$ cat src/rtl/wgate_pkg.sv
package wgate_pkg;

  typedef int unsigned uint_t;

  typedef enum logic [1:0] {
    PH_IDLE = 2'd0,
    PH_HIGH = 2'd1,
    PH_LOW  = 2'd2
  } phase_e;

  // Phase length in units: full field range minus the programmed value
  function automatic uint_t phase_units(uint_t field, uint_t field_w);
    return (uint_t'(1) << field_w) - field;
  endfunction

  // Tap codes past the last implemented tap select the last tap
  function automatic uint_t clamp_tap(uint_t code, uint_t num_taps);
    return (code >= num_taps) ? num_taps - 1 : code;
  endfunction

endpackage

$ cat src/rtl/wgate_prescaler.sv
module wgate_prescaler #(
  parameter int BASE_SHIFT = 12,
  parameter int NUM_TAPS   = 3,
  parameter int SEL_W      = 2
) (
  input  logic             clk,
  input  logic             rst_n,
  input  logic             src_tick,
  input  logic [SEL_W-1:0] tap_sel,
  output logic             unit_tick
);
  import wgate_pkg::*;

  localparam int DIV_W = BASE_SHIFT + NUM_TAPS;

  logic [DIV_W-1:0]    div_q;
  logic [NUM_TAPS-1:0] tap_hit;
  int                  sel_idx;

  always_ff @(posedge clk or negedge rst_n) begin
    if (!rst_n) div_q <= '0;
    else if (src_tick) div_q <= div_q + 1'b1;
  end

  // A tap fires on the source tick that wraps its low bits
  for (genvar k = 0; k < NUM_TAPS; k++) begin : g_tap
    localparam logic [DIV_W-1:0] MASK =
      DIV_W'((64'd1 << (BASE_SHIFT + k)) - 64'd1);
    assign tap_hit[k] = src_tick && ((div_q & MASK) == MASK);
  end

  assign sel_idx = int'(clamp_tap(uint_t'(tap_sel), uint_t'(NUM_TAPS)));

  always_comb begin
    unit_tick = 1'b0;
    for (int k = 0; k < NUM_TAPS; k++)
      if (k == sel_idx) unit_tick = tap_hit[k];
  end

  // a unit boundary only ever falls on a source tick
  a_r5_tick_needs_src: assert property (@(posedge clk) disable iff (!rst_n)
    unit_tick |-> src_tick);

endmodule

$ cat src/rtl/wgate_cfg.sv
module wgate_cfg #(
  parameter int FIELD_W = 4
) (
  input  logic               clk,
  input  logic               rst_n,
  input  logic [FIELD_W-1:0] ta_val,
  input  logic               ta_wr,
  input  logic [FIELD_W-1:0] tb_val,
  input  logic               tb_wr,
  output logic [FIELD_W-1:0] ta_q,
  output logic [FIELD_W-1:0] tb_q
);

  always_ff @(posedge clk or negedge rst_n) begin
    if (!rst_n) begin
      ta_q <= '0;
      tb_q <= '0;
    end else begin
      if (ta_wr) ta_q <= ta_val;
      if (tb_wr) tb_q <= tb_val;
    end
  end

endmodule

$ cat src/rtl/wgate_phase_seq.sv
module wgate_phase_seq #(
  parameter int FIELD_W = 4
) (
  input  logic               clk,
  input  logic               rst_n,
  input  logic               run,
  input  logic               unit_tick,
  input  logic [FIELD_W-1:0] ta_q,
  input  logic [FIELD_W-1:0] tb_q,
  output logic               gate,
  output logic               gate_rise,
  output logic               gate_fall
);
  import wgate_pkg::*;

  localparam int PHASE_W = FIELD_W + 1;

  phase_e             state_q, state_d;
  logic [PHASE_W-1:0] cnt_q, cnt_d;
  logic [PHASE_W-1:0] len_q, len_d;
  logic [PHASE_W-1:0] ta_len, tb_len;
  logic               phase_done;
  logic               gate_d;
  logic               gate_q, rise_q, fall_q;

  assign ta_len     = PHASE_W'(phase_units(uint_t'(ta_q), uint_t'(FIELD_W)));
  assign tb_len     = PHASE_W'(phase_units(uint_t'(tb_q), uint_t'(FIELD_W)));
  assign phase_done = unit_tick && (cnt_q == len_q - 1'b1);

  always_comb begin
    state_d = state_q;
    cnt_d   = cnt_q;
    len_d   = len_q;
    if (!run) begin
      state_d = PH_IDLE;
      cnt_d   = '0;
    end else begin
      case (state_q)
        PH_IDLE: if (unit_tick) begin
          state_d = PH_HIGH;
          cnt_d   = '0;
          len_d   = ta_len;
        end
        PH_HIGH: if (phase_done) begin
          state_d = PH_LOW;
          cnt_d   = '0;
          len_d   = tb_len;
        end else if (unit_tick) begin
          cnt_d = cnt_q + 1'b1;
        end
        PH_LOW: if (phase_done) begin
          state_d = PH_HIGH;
          cnt_d   = '0;
          len_d   = ta_len;
        end else if (unit_tick) begin
          cnt_d = cnt_q + 1'b1;
        end
        default: begin
          state_d = PH_IDLE;
          cnt_d   = '0;
        end
      endcase
    end
  end

  assign gate_d = (state_d == PH_HIGH);

  always_ff @(posedge clk or negedge rst_n) begin
    if (!rst_n) begin
      state_q <= PH_IDLE;
      cnt_q   <= '0;
      len_q   <= PHASE_W'(1) << FIELD_W;
      gate_q  <= 1'b0;
      rise_q  <= 1'b0;
      fall_q  <= 1'b0;
    end else begin
      state_q <= state_d;
      cnt_q   <= cnt_d;
      len_q   <= len_d;
      gate_q  <= gate_d;
      rise_q  <= gate_d & ~gate_q;
      fall_q  <= ~gate_d & gate_q;
    end
  end

  assign gate      = gate_q;
  assign gate_rise = rise_q;
  assign gate_fall = fall_q;

  // the unit counter stays inside the latched phase length
  a_r2_cnt_below_len: assert property (@(posedge clk) disable iff (!rst_n)
    cnt_q < len_q);
  // a stopped generator drives the gate low on the next cycle
  a_r7_stop_forces_low: assert property (@(posedge clk) disable iff (!rst_n)
    !run |=> !gate_q);
  // the gate only rises right after a unit boundary
  a_r6_rise_on_tick: assert property (@(posedge clk) disable iff (!rst_n)
    $rose(gate_q) |-> $past(unit_tick));
  // the latched length does not move inside a running phase
  a_r8_len_held: assert property (@(posedge clk) disable iff (!rst_n)
    (state_q != PH_IDLE && state_q == $past(state_q)) |-> $stable(len_q));
  // the edge pulses are single-cycle and match the level
  a_r10_rise_single: assert property (@(posedge clk) disable iff (!rst_n)
    gate_rise |=> !gate_rise);
  a_r10_rise_level: assert property (@(posedge clk) disable iff (!rst_n)
    gate_rise |-> gate_q);
  a_r10_fall_level: assert property (@(posedge clk) disable iff (!rst_n)
    gate_fall |-> !gate_q);

endmodule

$ cat src/rtl/wgate_gen.sv
module wgate_gen #(
  parameter int BASE_SHIFT = 12,
  parameter int NUM_TAPS   = 3,
  parameter int SEL_W      = 2,
  parameter int FIELD_W    = 4
) (
  input  logic               clk,
  input  logic               rst_n,
  input  logic               src_tick,
  input  logic [SEL_W-1:0]   tap_sel,
  input  logic               run,
  input  logic [FIELD_W-1:0] ta_val,
  input  logic               ta_wr,
  input  logic [FIELD_W-1:0] tb_val,
  input  logic               tb_wr,
  output logic               gate,
  output logic               gate_rise,
  output logic               gate_fall
);

  logic               unit_tick;
  logic [FIELD_W-1:0] ta_q, tb_q;

  wgate_prescaler #(
    .BASE_SHIFT(BASE_SHIFT), .NUM_TAPS(NUM_TAPS), .SEL_W(SEL_W)
  ) u_pre (
    .clk(clk), .rst_n(rst_n), .src_tick(src_tick),
    .tap_sel(tap_sel), .unit_tick(unit_tick)
  );

  wgate_cfg #(.FIELD_W(FIELD_W)) u_cfg (
    .clk(clk), .rst_n(rst_n),
    .ta_val(ta_val), .ta_wr(ta_wr), .tb_val(tb_val), .tb_wr(tb_wr),
    .ta_q(ta_q), .tb_q(tb_q)
  );

  wgate_phase_seq #(.FIELD_W(FIELD_W)) u_seq (
    .clk(clk), .rst_n(rst_n), .run(run), .unit_tick(unit_tick),
    .ta_q(ta_q), .tb_q(tb_q),
    .gate(gate), .gate_rise(gate_rise), .gate_fall(gate_fall)
  );

endmodule

$ cat config.mk
export PLATFORM = sky130hd
export DESIGN_NAME = wgate_gen
export DESIGN_NICKNAME = d
export VERILOG_FILES = /design/src/rtl/wgate_pkg.sv /design/src/rtl/wgate_prescaler.sv /design/src/rtl/wgate_cfg.sv /design/src/rtl/wgate_phase_seq.sv /design/src/rtl/wgate_gen.sv
export SDC_FILE = /design/constraint.sdc
export NUM_CORES = 1
export LEC_CHECK = 0
export BUFFER_PORTS_ARGS = -buffer_cell sky130_fd_sc_hd__buf_2
export CAP_MARGIN = 20
export CORE_MARGIN = 2
export CORE_UTILIZATION = 45
export DETAILED_ROUTE_END_ITERATION = 10
export PLACE_DENSITY = 0.63
export SKIP_CTS_REPAIR_TIMING = 1
export SYNTH_ARGS = -nofsm -noshare
export SYNTH_HDL_FRONTEND = slang
export SYNTH_SLANG_ARGS = --single-unit
export TNS_END_PERCENT = 100
$ cat constraint.sdc
create_clock -name clk -period 5.31 [get_ports clk]
set_clock_uncertainty 0.05 [all_clocks]
set_input_delay 0 -clock clk [delete_from_list [all_inputs] [get_ports clk]]
set_output_delay 0 -clock clk [all_outputs]
set_load 0.01 [all_outputs]
==> summary.txt, run 1 <==
==========================================================================================
Count of vias placed by the detailed router                                          1,344
Part of the Yosys area used for sequential elements                                 49.83%
Number of register bits inferred by synthesis                                           37
Kind of critical path                                                           reg -> reg
Placed cells                                                                           227
Standby leakage power                                                             1.050 nW
Count of max-cap constraint violations                                                   0
Number of routed nets with antenna violations                                            0
Via count of the first global-routing pass                                           1,266
DRC violations left                                                                      0
GRT Residual Overflow                                                                    0
Fraction of the cycle the final worst path needs                                    45.29%
Routability-driven placement congestion ratio                                       0.7836
Clock root cell                                                               sky130_fd_sc_hd__clkbuf_8
Clock edge transition at the registers on the reported setup and hold paths        0.07 ns
Maximum cell stage delay along the critical path                                   0.42 ns
Final hold violation count                                                               0
Die Outline Area                                                              0.004665 mm2
Crit. End Element                                                                 register
H-tree Lvls                                                                              2
HPWL after DPL                                                                     2342 um
Std-Cell Rows                                                                           23
Total clock buffers created by CTS                                                       5
Global-route usage over all layers                                                  16.35%
Layout fillers                                                                         326
Share of layout cells above drive strength 1                                        21.18%
Synth async-reset ratio                                                             100.0%
Buffer levels on the longest clock path                                                  2
Worst-skew pair later-pin latency                                                  0.29 ns
Top fanout value on the critical path                                                    5
Final critical-path required period                                               2.405 ns
Core Box Area                                                                 0.004000 mm2
Mean routed wirelength per cell                                                   13.84 um
Via-to-Cell Ratio                                                                    5.312
Post-placement cell area                                                      0.002009 mm2
Warnings, synthesis                                                                      0
Area Growth Syn to Fin                                                              22.19%
Sum of negative setup slack                                                           0 ns
Final wirelength                                                                   3502 um
Startpoint Class                                                                  register
Pwr/cell area                                                                 289.9 mW/mm2
Rel. slew slack                                                                     46.92%
Result of the run                                                             finished clean
Largest net degree at the start of global routing                                       38
I/O pin count                                                                           19
Synthesized Nets                                                                       184
Fmax achieved                                                                    415.8 MHz
Worst IR drop on VDD                                                             0.2335 mV
Die Span Y                                                                        68.30 um
Antenna violations before repair                                                         0
Wire length of the first global-routing pass                                       5513 um
Port bufs                                                                               18
Total power of the final layout                                                   659.1 uW
Worst-Margin Slew                                                                0.7962 ns
First drt pass iteration count                                                           4
Starting utilization of the core area                                               46.51%
Final cell count without fillers                                                       253
Synth Instances                                                                        160
Net total in the final layout                                                          226
Family with the most delay on the worst path                                  compound AO/OA/AOI/OAI gates
Slowest stage cell on the critical path                                       sky130_fd_sc_hd__a221o_1
Post-Syn Area                                                                 0.001861 mm2
Critical Path, Cell by Cell                                                   inv_1 -> ha_1 -> nor4bb_1 -> o211ai_1 -> a311oi_2 -> o21ai_1 -> a221o_1 -> o21a_1
Distinct cell type count after synthesis                                                38
Final instance area                                                           0.002273 mm2
Die span in x                                                                     68.30 um
Data arrival at the endpoint of the critical path                                  2.54 ns
Buffer and inverter count on the worst path                                              1
EDFF count, synth                                                                        0
Number of diodes added for antenna fixing                                                0
Final setup fails                                                                        0
Post-Syn Area per Cell                                                           11.63 um2
Main synth FF type                                                            sky130_fd_sc_hd__dfrtp_1
DRT iter0 DRCs                                                                          55
Data required time of the worst path                                               5.45 ns
CTS Sinks                                                                               37
Type of the worst min-delay path                                                 in -> reg
Unrepaired setup endpoints after global routing                                      false
Clock tree from TritonCTS                                                            built
Number of pins with negative max-slew slack in the final report                          0
==========================================================================================
## path summary, 6_finish.rpt
path	start	cells after the start	to	slack, ns
max reg2reg	u_seq.len_q[0]$_DFFE_PN0P_	8	u_seq.gate_fall$_DFF_PN0_	2.91
min	run	3	u_seq.cnt_q[1]$_DFFE_PN0P_	0.03
max	u_seq.len_q[0]$_DFFE_PN0P_	8	u_seq.gate_fall$_DFF_PN0_	2.91
max in group asynchronous	rst_n	2	u_pre.div_q[9]$_DFFE_PN0P_	4.38
min in group asynchronous	rst_n	2	u_pre.div_q[0]$_DFFE_PN0P_	0.32
min reg2reg	u_pre.div_q[13]$_DFFE_PN0P_	1	u_pre.div_q[13]$_DFFE_PN0P_	0.42
## worst reg2reg max path, delay by kind of cell, from the launching register on
kind	cells	cell delay, ns
buf+inv	1	0.08
flops	1	0.41
compound gates	5	1.25
fa+ha+maj	1	0.18
simple gates	1	0.33
## synth_stat cells, types with 2 or more instances
master / n / share of area (%)
sky130_fd_sc_hd__dfrtp_1: 36 / 48
sky130_fd_sc_hd__xnor2_1: 14 / 6.6
sky130_fd_sc_hd__mux2_2: 13 / 7.9
sky130_fd_sc_hd__nand2_1: 9 / 1.8
sky130_fd_sc_hd__ha_1: 8 / 5.4
sky130_fd_sc_hd__nor2_1: 8 / 1.6
sky130_fd_sc_hd__inv_1: 7 / 1.4
sky130_fd_sc_hd__nand3_1: 7 / 1.9
sky130_fd_sc_hd__xor2_1: 7 / 3.3
sky130_fd_sc_hd__mux2i_1: 5 / 2.7
sky130_fd_sc_hd__nand4_1: 5 / 1.7
sky130_fd_sc_hd__o21ai_0: 4 / 1.1
sky130_fd_sc_hd__and4_1: 3 / 1.4
sky130_fd_sc_hd__nand2b_1: 3 / 1.0
sky130_fd_sc_hd__nor2b_1: 3 / 1.0
sky130_fd_sc_hd__nor3_1: 3 / 0.81
sky130_fd_sc_hd__a211o_1: 2 / 0.94
sky130_fd_sc_hd__and3_1: 2 / 0.67
sky130_fd_sc_hd__o21a_1: 2 / 0.81
## per-layer routing
layer  global-route usage (%)  up-vias  wire length [um]
met5                        0        -                 0
met4                    9.250        0                65
met3                    4.770        6               142
met2                    26.46       34              1747
met1                    19.35      649              1547
li1                         -      655                 -
## kinds of logic (layout without fill, tap and decap cells)
| kind of cell | count (synthesis) | after routing | share of synthesized area (%) |
|---|---|---|---|
| simple gates | 52 | 52 | 16.28 |
| flops | 37 | 37 | 49.83 |
| xor+xnor | 21 | 21 | 9.886 |
| mux | 18 | 18 | 10.56 |
| compound gates | 16 | 16 | 6.456 |
| fa+ha+maj | 8 | 8 | 5.380 |
| buf+inv | 8 | 51 | 1.614 |
## area by class of cell
cell class                      count  area [um2]  area share, %
Sequential cell                    37       927.1          40.78
Clock buffer                        7       76.32          3.357
Tap cell                           50       62.56          2.752
Timing Repair Buffer               36       270.3          11.89
Inverter                            7       26.28          1.156
Multi-Input combinational cell    115       903.4          39.74
Clock inverter                      1       7.507         0.3302
## where the power goes
group          switching (mW)  leakage [nW]  internal [mW]
sequential             0.0347         0.477          0.318
clock                   0.101        0.0385         0.0929
combinational          0.0475         0.534         0.0653
total                   0.183          1.05          0.476
## flip-flops by register name (all words and copies together), names as in the netlist
| name | count |
|---|---|
| u_cfg.ta_q | 4 |
| u_seq.state_q | 2 |
| u_seq.gate_rise | 1 |
| u_seq.gate | 1 |
| u_cfg.tb_q | 4 |
| u_seq.cnt_q | 5 |
| u_seq.gate_fall | 1 |
| u_seq.len_q | 5 |
| u_pre.div_q | 14 |
## placed cells by master (no fill, tap or decap), drive strengths merged, types with 2 or more instances in the layout
cell / netlist / layout
nor2: 8 / 8
clkbuf: 1 / 7
dlygate4sd3: 0 / 18
a211o: 2 / 2
inv: 7 / 7
mux2i: 5 / 5
and4: 3 / 3
mux2: 13 / 13
o21a: 2 / 2
dfrtp: 36 / 36
ha: 8 / 8
nand4: 5 / 5
nand2: 9 / 9
o21ai: 6 / 6
nand2b: 3 / 3
xor2: 7 / 7
nor3: 5 / 5
buf: 0 / 18
and3: 2 / 2
nor2b: 3 / 3
nand3: 7 / 7
xnor2: 14 / 14
## per-stage QoR
stage	setup WS (ns)	hold WS [ns]	utilization [%]
final	2.905	0.02909	56.83
after global routing	2.805	0.06541	56.83
after CTS	2.893	-0.2318	52.33
after detailed placement	2.906	0.09108	50.23
after global placement	3.059	0.06697	50.23
after floorplan	3.137	-0.3456	-
No activity file was read; power rests on OpenSTA's default activity.
==> run 2, diff against run 1 <==
Settings changed: PLACE_DENSITY 0.63 to 0.65.
Clock period 5.31 ns to 2.1 ns, I/O delays scaled along.
==> run 2 against run 1 <==
Against the previous run:
- the run now ends with negative setup slack left
- wire length up 4.0%
- global-route usage up 0.48 points
- setup slack worse by 2.9 ns
- total power rose to 2.7 times the previous value
- sequential cell count unchanged
- critical path depth down 1
- utilization up 4.6 points
- sequential share of layout area down 3.0 points
- critical endpoint unchanged
- highest routed layer unchanged
==> summary.txt, run 2 (synthesis gave the netlist of run 1 again) <==
==========================================================================================
Result of the run                                                             finished with violations
Violations in the final reports                                               negative setup slack
Worst-Margin Slew                                                                0.7982 ns
Data arrival at the endpoint of the critical path                                  2.27 ns
Kind of critical path                                                           reg -> reg
Switching share of power                                                            26.90%
Global Route met3 Usage                                                             4.934%
Total net switching power                                                         480.8 uW
Setup slack of the most critical reg-to-reg path                                  -0.04 ns
DRT iter0 DRCs                                                                          56
Routability-driven placement congestion ratio                                       0.8127
HPWL after DPL                                                                     2373 um
Most frequent standard cell in the layout excluding fill and tap cells        sky130_fd_sc_hd__dfrtp_1
DRC violations left                                                                      0
Die Outline Area                                                              0.004665 mm2
Reg-to-reg endpoint                                                           u_seq.gate_fall$_DFF_PN0_
Fraction of the cycle the final worst path needs                                    101.8%
Final cell count without fillers                                                       265
Startpoint of the most critical register-to-register path                     u_seq.len_q[0]$_DFFE_PN0P_
Startpoint Class                                                                  register
Critical Path, Cell by Cell                                                   inv_2 -> ha_4 -> or3_4 -> a311oi_4 -> o21ai_1 -> a221o_1 -> o21a_1
First drt pass iteration count                                                           4
Count of vias placed by the detailed router                                          1,361
Via-to-Cell Ratio                                                                    5.136
Mean routed wirelength per cell                                                   13.74 um
Area Growth Syn to Fin                                                              32.15%
Cell internal power dissipation                                                   1.306 mW
Wire length of the first global-routing pass                                       5644 um
CTS Sinks                                                                               37
Global-route usage over all layers                                                  16.83%
Source of the worst hold timing path                                                   run
Unrepaired setup endpoints after global routing                                       true
Final setup fails                                                                        2
Worst-skew pair later-pin latency                                                  0.29 ns
Standby leakage power                                                             1.126 nW
Register containing the most flip-flops in the final layout                    u_pre.div_q
Hold slack                                                                      0.01789 ns
Antenna violations before repair                                                         0
Crit. End Element                                                                 register
Rel. slew slack                                                                     46.78%
Maximum cell stage delay along the critical path                                   0.41 ns
Post-placement cell area                                                      0.002092 mm2
Buffer and inverter count on the worst path                                              1
Top fanout value on the critical path                                                    5
Routing usage on met1                                                               19.13%
Combinational cell fraction of total power                                           23.0%
Number of instances on the worst hold path                                               3
GRT Residual Overflow                                                                    0
Std-Cell Rows                                                                           23
Family with the most delay on the worst path                                  compound AO/OA/AOI/OAI gates
Buffer levels on the longest clock path                                                  2
Net total in the final layout                                                          239
Largest net degree at the start of global routing                                       38
Portion of total power attributed to sequential cells                                49.0%
Final critical-path required period                                               2.137 ns
PnR worst setup slack                                                          -0.03716 ns
Endpoint of the worst hold path                                               u_seq.cnt_q[1]$_DFFE_PN0P_
Reg2Reg Depth                                                                            7
Commonest non-fill, non-tap cells in the layout                               sky130_fd_sc_hd__dfrtp_1, sky130_fd_sc_hd__dlygate4sd3_1, sky130_fd_sc_hd__buf_2
Clock power share                                                                    28.0%
Most Crowded Layer GR                                                                 met2
Data required time of the worst path                                               2.23 ns
Slowest stage cell on the critical path                                       sky130_fd_sc_hd__a221o_1
Worst IR drop on VDD                                                             0.6561 mV
Met2 layer usage reported by global route                                           28.28%
Final wirelength                                                                   3642 um
Count of max-cap constraint violations                                                   0
Core Box Area                                                                 0.004000 mm2
Clock tree from TritonCTS                                                            built
Starting utilization of the core area                                               46.51%
Share of layout cells above drive strength 1                                        32.09%
Die span in x                                                                     68.30 um
Port bufs                                                                               18
Pwr/cell area                                                                 726.8 mW/mm2
Via count of the first global-routing pass                                           1,302
Type of the worst min-delay path                                                 in -> reg
Flip-flop count of the largest register after layout                                    14
Top Registers                                                                 u_pre.div_q: 14 flops, u_seq.cnt_q: 5 flops, u_seq.len_q: 5 flops
H-tree Lvls                                                                              2
Placed cells                                                                           238
Fmax achieved                                                                    467.9 MHz
Final instance area                                                           0.002459 mm2
Number of routed nets with antenna violations                                            0
Clock edge transition at the registers on the reported setup and hold paths        0.07 ns
Total power of the final layout                                                   1.787 mW
Clock root cell                                                               sky130_fd_sc_hd__clkbuf_8
Number of pins with negative max-slew slack in the final report                          0
Total clock buffers created by CTS                                                       5
Number of diodes added for antenna fixing                                                0
I/O pin count                                                                           19
Final hold violation count                                                               0
Die Span Y                                                                        68.30 um
==========================================================================================
[run 2: cell types whose count changed in the layout (fill, tap and decap cells not counted), moves of 2 or more]
cell / before / now
sky130_fd_sc_hd__dfrtp_1: 36 / 34
sky130_fd_sc_hd__nor2b_4: 0 / 2
sky130_fd_sc_hd__inv_1: 7 / 5
sky130_fd_sc_hd__nor2b_1: 3 / 1
sky130_fd_sc_hd__inv_2: 0 / 2
sky130_fd_sc_hd__buf_4: 0 / 13
sky130_fd_sc_hd__dfrtp_2: 0 / 2
[run 2: tightest hold or removal path, stage by stage]
cell and delay [ns]:
sky130_fd_sc_hd__buf_2 0.11, sky130_fd_sc_hd__nand2_1 0.12, sky130_fd_sc_hd__o41ai_1 0.09
[run 2: worst max path at each step]
stage / start / slack, ns / cells past startpoint / to
3_5_place_dp: u_seq.len_q[0]$_DFFE_PN0P_ / -0.11 / 7 / u_seq.gate_fall$_DFF_PN0_
5_1_grt: u_seq.len_q[2]$_DFFE_PN0P_ / -0.14 / 7 / u_seq.gate_fall$_DFF_PN0_
2_1_floorplan: u_seq.len_q[0]$_DFFE_PN0P_ / 0.0009 / 7 / u_seq.gate_fall$_DFF_PN0_
4_1_cts: u_seq.len_q[0]$_DFFE_PN0P_ / -0.12 / 7 / u_seq.gate_fall$_DFF_PN0_
3_3_place_gp: u_seq.len_q[0]$_DFFE_PN0P_ / -0.03 / 8 / u_seq.gate_fall$_DFF_PN0_
6_report: u_seq.len_q[0]$_DFFE_PN0P_ / -0.04 / 7 / u_seq.gate_fall$_DFF_PN0_
[run 2: stage by stage]
step / setup WS [ns] / util (%) / setup TNS [ns]
floorplan: 0.0009097 / - / 0
global placement: -0.03182 / 52.30 / -0.03182
detailed placement: -0.1127 / 52.30 / -0.5123
CTS: -0.1217 / 54.46 / -0.6232
global route: -0.1447 / 61.46 / -0.7259
finish: -0.03716 / 61.46 / -0.05998
[run 2: area by class of cell]
| cell class | instances | area [um2] |
|---|---|---|
| sequential | 37 | 929.6 |
| clock buffer | 7 | 86.33 |
| timing repair buffer | 49 | 367.9 |
| fill | 327 | 1541 |
| multi-input combinational | 115 | 985.9 |
| tap | 50 | 62.56 |
| inverter | 7 | 26.28 |
[run 2: routing by layer]
metal	wire (um)	part of all wire, %
met5	0	0
met4	78	2.1
met3	135	3.7
met2	1852	51
met1	1575	43
[run 2: power groups by stage]
stage               registers, mW  logic [mW]  clock network, mW
floorplan                   0.884       0.188                  0
global placement            0.877       0.325                  0
detailed placement          0.883       0.338                  0
CTS                         0.869       0.340              0.516
global route                0.887       0.459              0.552
finish                      0.876       0.411              0.499
==> run 3, diff against run 2 <==
Clock period 2.1 ns to 1.8 ns, I/O delays scaled along.
==> run 3 against run 2 <==
Against the previous run:
- the flow still finishes with violations (negative setup slack)
- wire length is 7.1% higher
- total power grew 20%
- utilization up 5.2 points
- critical path depth up 2
- sequential power increased by 14%
- non-clock buffer count grew 26
- worst hold slack better by 0.065 ns
- design area grew 8.4%
- via count grew 11%
- combinational power grew 45%
==> summary.txt, run 3 (synthesis gave the netlist of run 1 again) <==
==========================================================================================
Worst-skew pair later-pin latency                                                  0.28 ns
Routability-driven placement congestion ratio                                       0.8642
Endpoint of the worst hold path                                               u_seq.cnt_q[1]$_DFFE_PN0P_
Violations in the final reports                                               negative setup slack
Setup slack of the most critical reg-to-reg path                                  -0.33 ns
Rel. slew slack                                                                     47.56%
Source of the worst hold timing path                                                   run
GRT Residual Overflow                                                                    0
Number of instances on the worst hold path                                               4
Worst-Margin Slew                                                                0.7866 ns
Final setup fails                                                                       15
Number of routed nets with antenna violations                                            0
Die Outline Area                                                              0.004665 mm2
Reg2Reg Depth                                                                            9
Result of the run                                                             finished with violations
Sum of negative setup slack                                                      -3.595 ns
Port bufs                                                                               18
Fmax achieved                                                                    470.4 MHz
Top fanout value on the critical path                                                    4
Flip-flop count of the largest register after layout                                    14
Data required time of the worst path                                               1.93 ns
Via-to-Cell Ratio                                                                    5.161
Count of max-cap constraint violations                                                   0
Register containing the most flip-flops in the final layout                    u_pre.div_q
Wire length of the first global-routing pass                                       6306 um
First drt pass iteration count                                                           4
Largest net degree at the start of global routing                                       38
Die span in x                                                                     68.30 um
Clock edge transition at the registers on the reported setup and hold paths        0.07 ns
Fraction of the cycle the final worst path needs                                    118.1%
CTS Sinks                                                                               37
DRC violations left                                                                      0
Total clock buffers created by CTS                                                       5
Number of pins with negative max-slew slack in the final report                          0
PnR worst setup slack                                                           -0.3260 ns
DRT iter0 DRCs                                                                          90
Reg-to-reg endpoint                                                           u_seq.gate_fall$_DFF_PN0_
H-tree Lvls                                                                              2
Antenna violations before repair                                                         0
Final hold violation count                                                               0
Standby leakage power                                                             1.272 nW
Share of layout cells above drive strength 1                                        39.67%
Worst IR drop on VDD                                                             0.7696 mV
Commonest non-fill, non-tap cells in the layout                               sky130_fd_sc_hd__buf_4, sky130_fd_sc_hd__dfrtp_1, sky130_fd_sc_hd__dlygate4sd3_1, sky130_fd_sc_hd__buf_2, sky130_fd_sc_hd__xnor2_1
Crit. End Element                                                                 register
Startpoint Class                                                                  register
I/O pin count                                                                           19
Clock root cell                                                               sky130_fd_sc_hd__clkbuf_8
Via count of the first global-routing pass                                           1,511
Starting utilization of the core area                                               46.51%
Count of vias placed by the detailed router                                          1,507
Data arrival at the endpoint of the critical path                                  2.25 ns
Mean routed wirelength per cell                                                   13.35 um
Kind of critical path                                                           reg -> reg
Unrepaired setup endpoints after global routing                                       true
Area Growth Syn to Fin                                                              43.24%
Startpoint of the most critical register-to-register path                     u_seq.len_q[0]$_DFFE_PN0P_
Top Registers                                                                 u_pre.div_q: 14 flops, u_seq.cnt_q: 5 flops, u_seq.len_q: 5 flops
Final wirelength                                                                   3899 um
Net total in the final layout                                                          265
Final critical-path required period                                               2.126 ns
Number of diodes added for antenna fixing                                                0
HPWL after DPL                                                                     2842 um
Core Box Area                                                                 0.004000 mm2
Die Span Y                                                                        68.30 um
Std-Cell Rows                                                                           23
Hold slack                                                                      0.08332 ns
Buffer levels on the longest clock path                                                  2
Clock tree from TritonCTS                                                            built
Global-route usage over all layers                                                  18.33%
Type of the worst min-delay path                                                 in -> reg
Pwr/cell area                                                                 806.8 mW/mm2
==========================================================================================
run 3: cell types whose count changed in the layout (fill, tap and decap cells not counted), sizes merged:
cell,previous run,this run
buf,31,56
clkinvlp,0,1
dlygate4sd3,18,19
clkinv,0,2
clkbuf,7,5
run 3: worst max path at each step:
stage / startpoint / end / slack, ns / cells past startpoint
4_1_cts: u_seq.len_q[1]$_DFFE_PN0P_ / u_seq.gate_fall$_DFF_PN0_ / -0.37 / 8
6_report: u_seq.len_q[0]$_DFFE_PN0P_ / u_seq.gate_fall$_DFF_PN0_ / -0.33 / 9
3_3_place_gp: u_seq.len_q[0]$_DFFE_PN0P_ / u_seq.gate_fall$_DFF_PN0_ / -0.29 / 8
5_1_grt: u_seq.len_q[0]$_DFFE_PN0P_ / u_seq.gate_fall$_DFF_PN0_ / -0.42 / 8
3_5_place_dp: u_seq.len_q[1]$_DFFE_PN0P_ / u_seq.gate_fall$_DFF_PN0_ / -0.36 / 8
2_1_floorplan: u_seq.cnt_q[2]$_DFFE_PN0P_ / u_seq.gate_fall$_DFF_PN0_ / -0.26 / 6
run 3: worst max-delay path: stages (launching register included):
cell                       delay [ns]
sky130_fd_sc_hd__dfrtp_1         0.36
sky130_fd_sc_hd__inv_2           0.06
sky130_fd_sc_hd__ha_4            0.16
sky130_fd_sc_hd__nor4bb_2        0.16
sky130_fd_sc_hd__o211ai_1        0.27
sky130_fd_sc_hd__a311oi_4        0.08
sky130_fd_sc_hd__buf_4           0.16
sky130_fd_sc_hd__and2_4          0.16
sky130_fd_sc_hd__a221o_1         0.37
sky130_fd_sc_hd__o21a_1          0.19
run 3: where the power goes:
group / total (mW) / internal, mW / switching [mW]
sequential: 0.998 / 0.937 / 0.0612
combinational: 0.595 / 0.351 / 0.244
clock: 0.556 / 0.267 / 0.290
total: 2.15 / 1.56 / 0.595
run 3: stage by stage:
stage	instance area, um2	util (%)	worst slack [ns]	power [mW]	instances
4_1_cts	2384	59.59	-0.3724	2.087	271
5_1_grt	2665	66.63	-0.4213	2.285	292
3_3_place_gp	2297	57.43	-0.2935	1.491	263
6_report	2665	66.63	-0.3260	2.150	292
3_5_place_dp	2297	57.43	-0.3612	1.526	263
2_1_floorplan	1878	-	-0.2587	1.260	160
run 3: final cells by class:
type / instances / area (um2)
repair buffers: 75 / 573.1
inverters: 7 / 26.28
clock buffers: 5 / 68.82
well taps: 50 / 62.56
multi-input cells: 115 / 989.7
fillers: 295 / 1335
flip-flops and latches: 37 / 927.1
clock inverters: 3 / 17.52
run 3: routing by layer:
metal	part of all wire [%]	GRT usage (%)	vias up	wire (um)
met5	0	0	-	0
met3	2.5	4.441	9	96
li1	-	-	730	-
met1	42	20.59	738	1623
met2	54	33.25	30	2110
met4	1.8	7.000	0	69
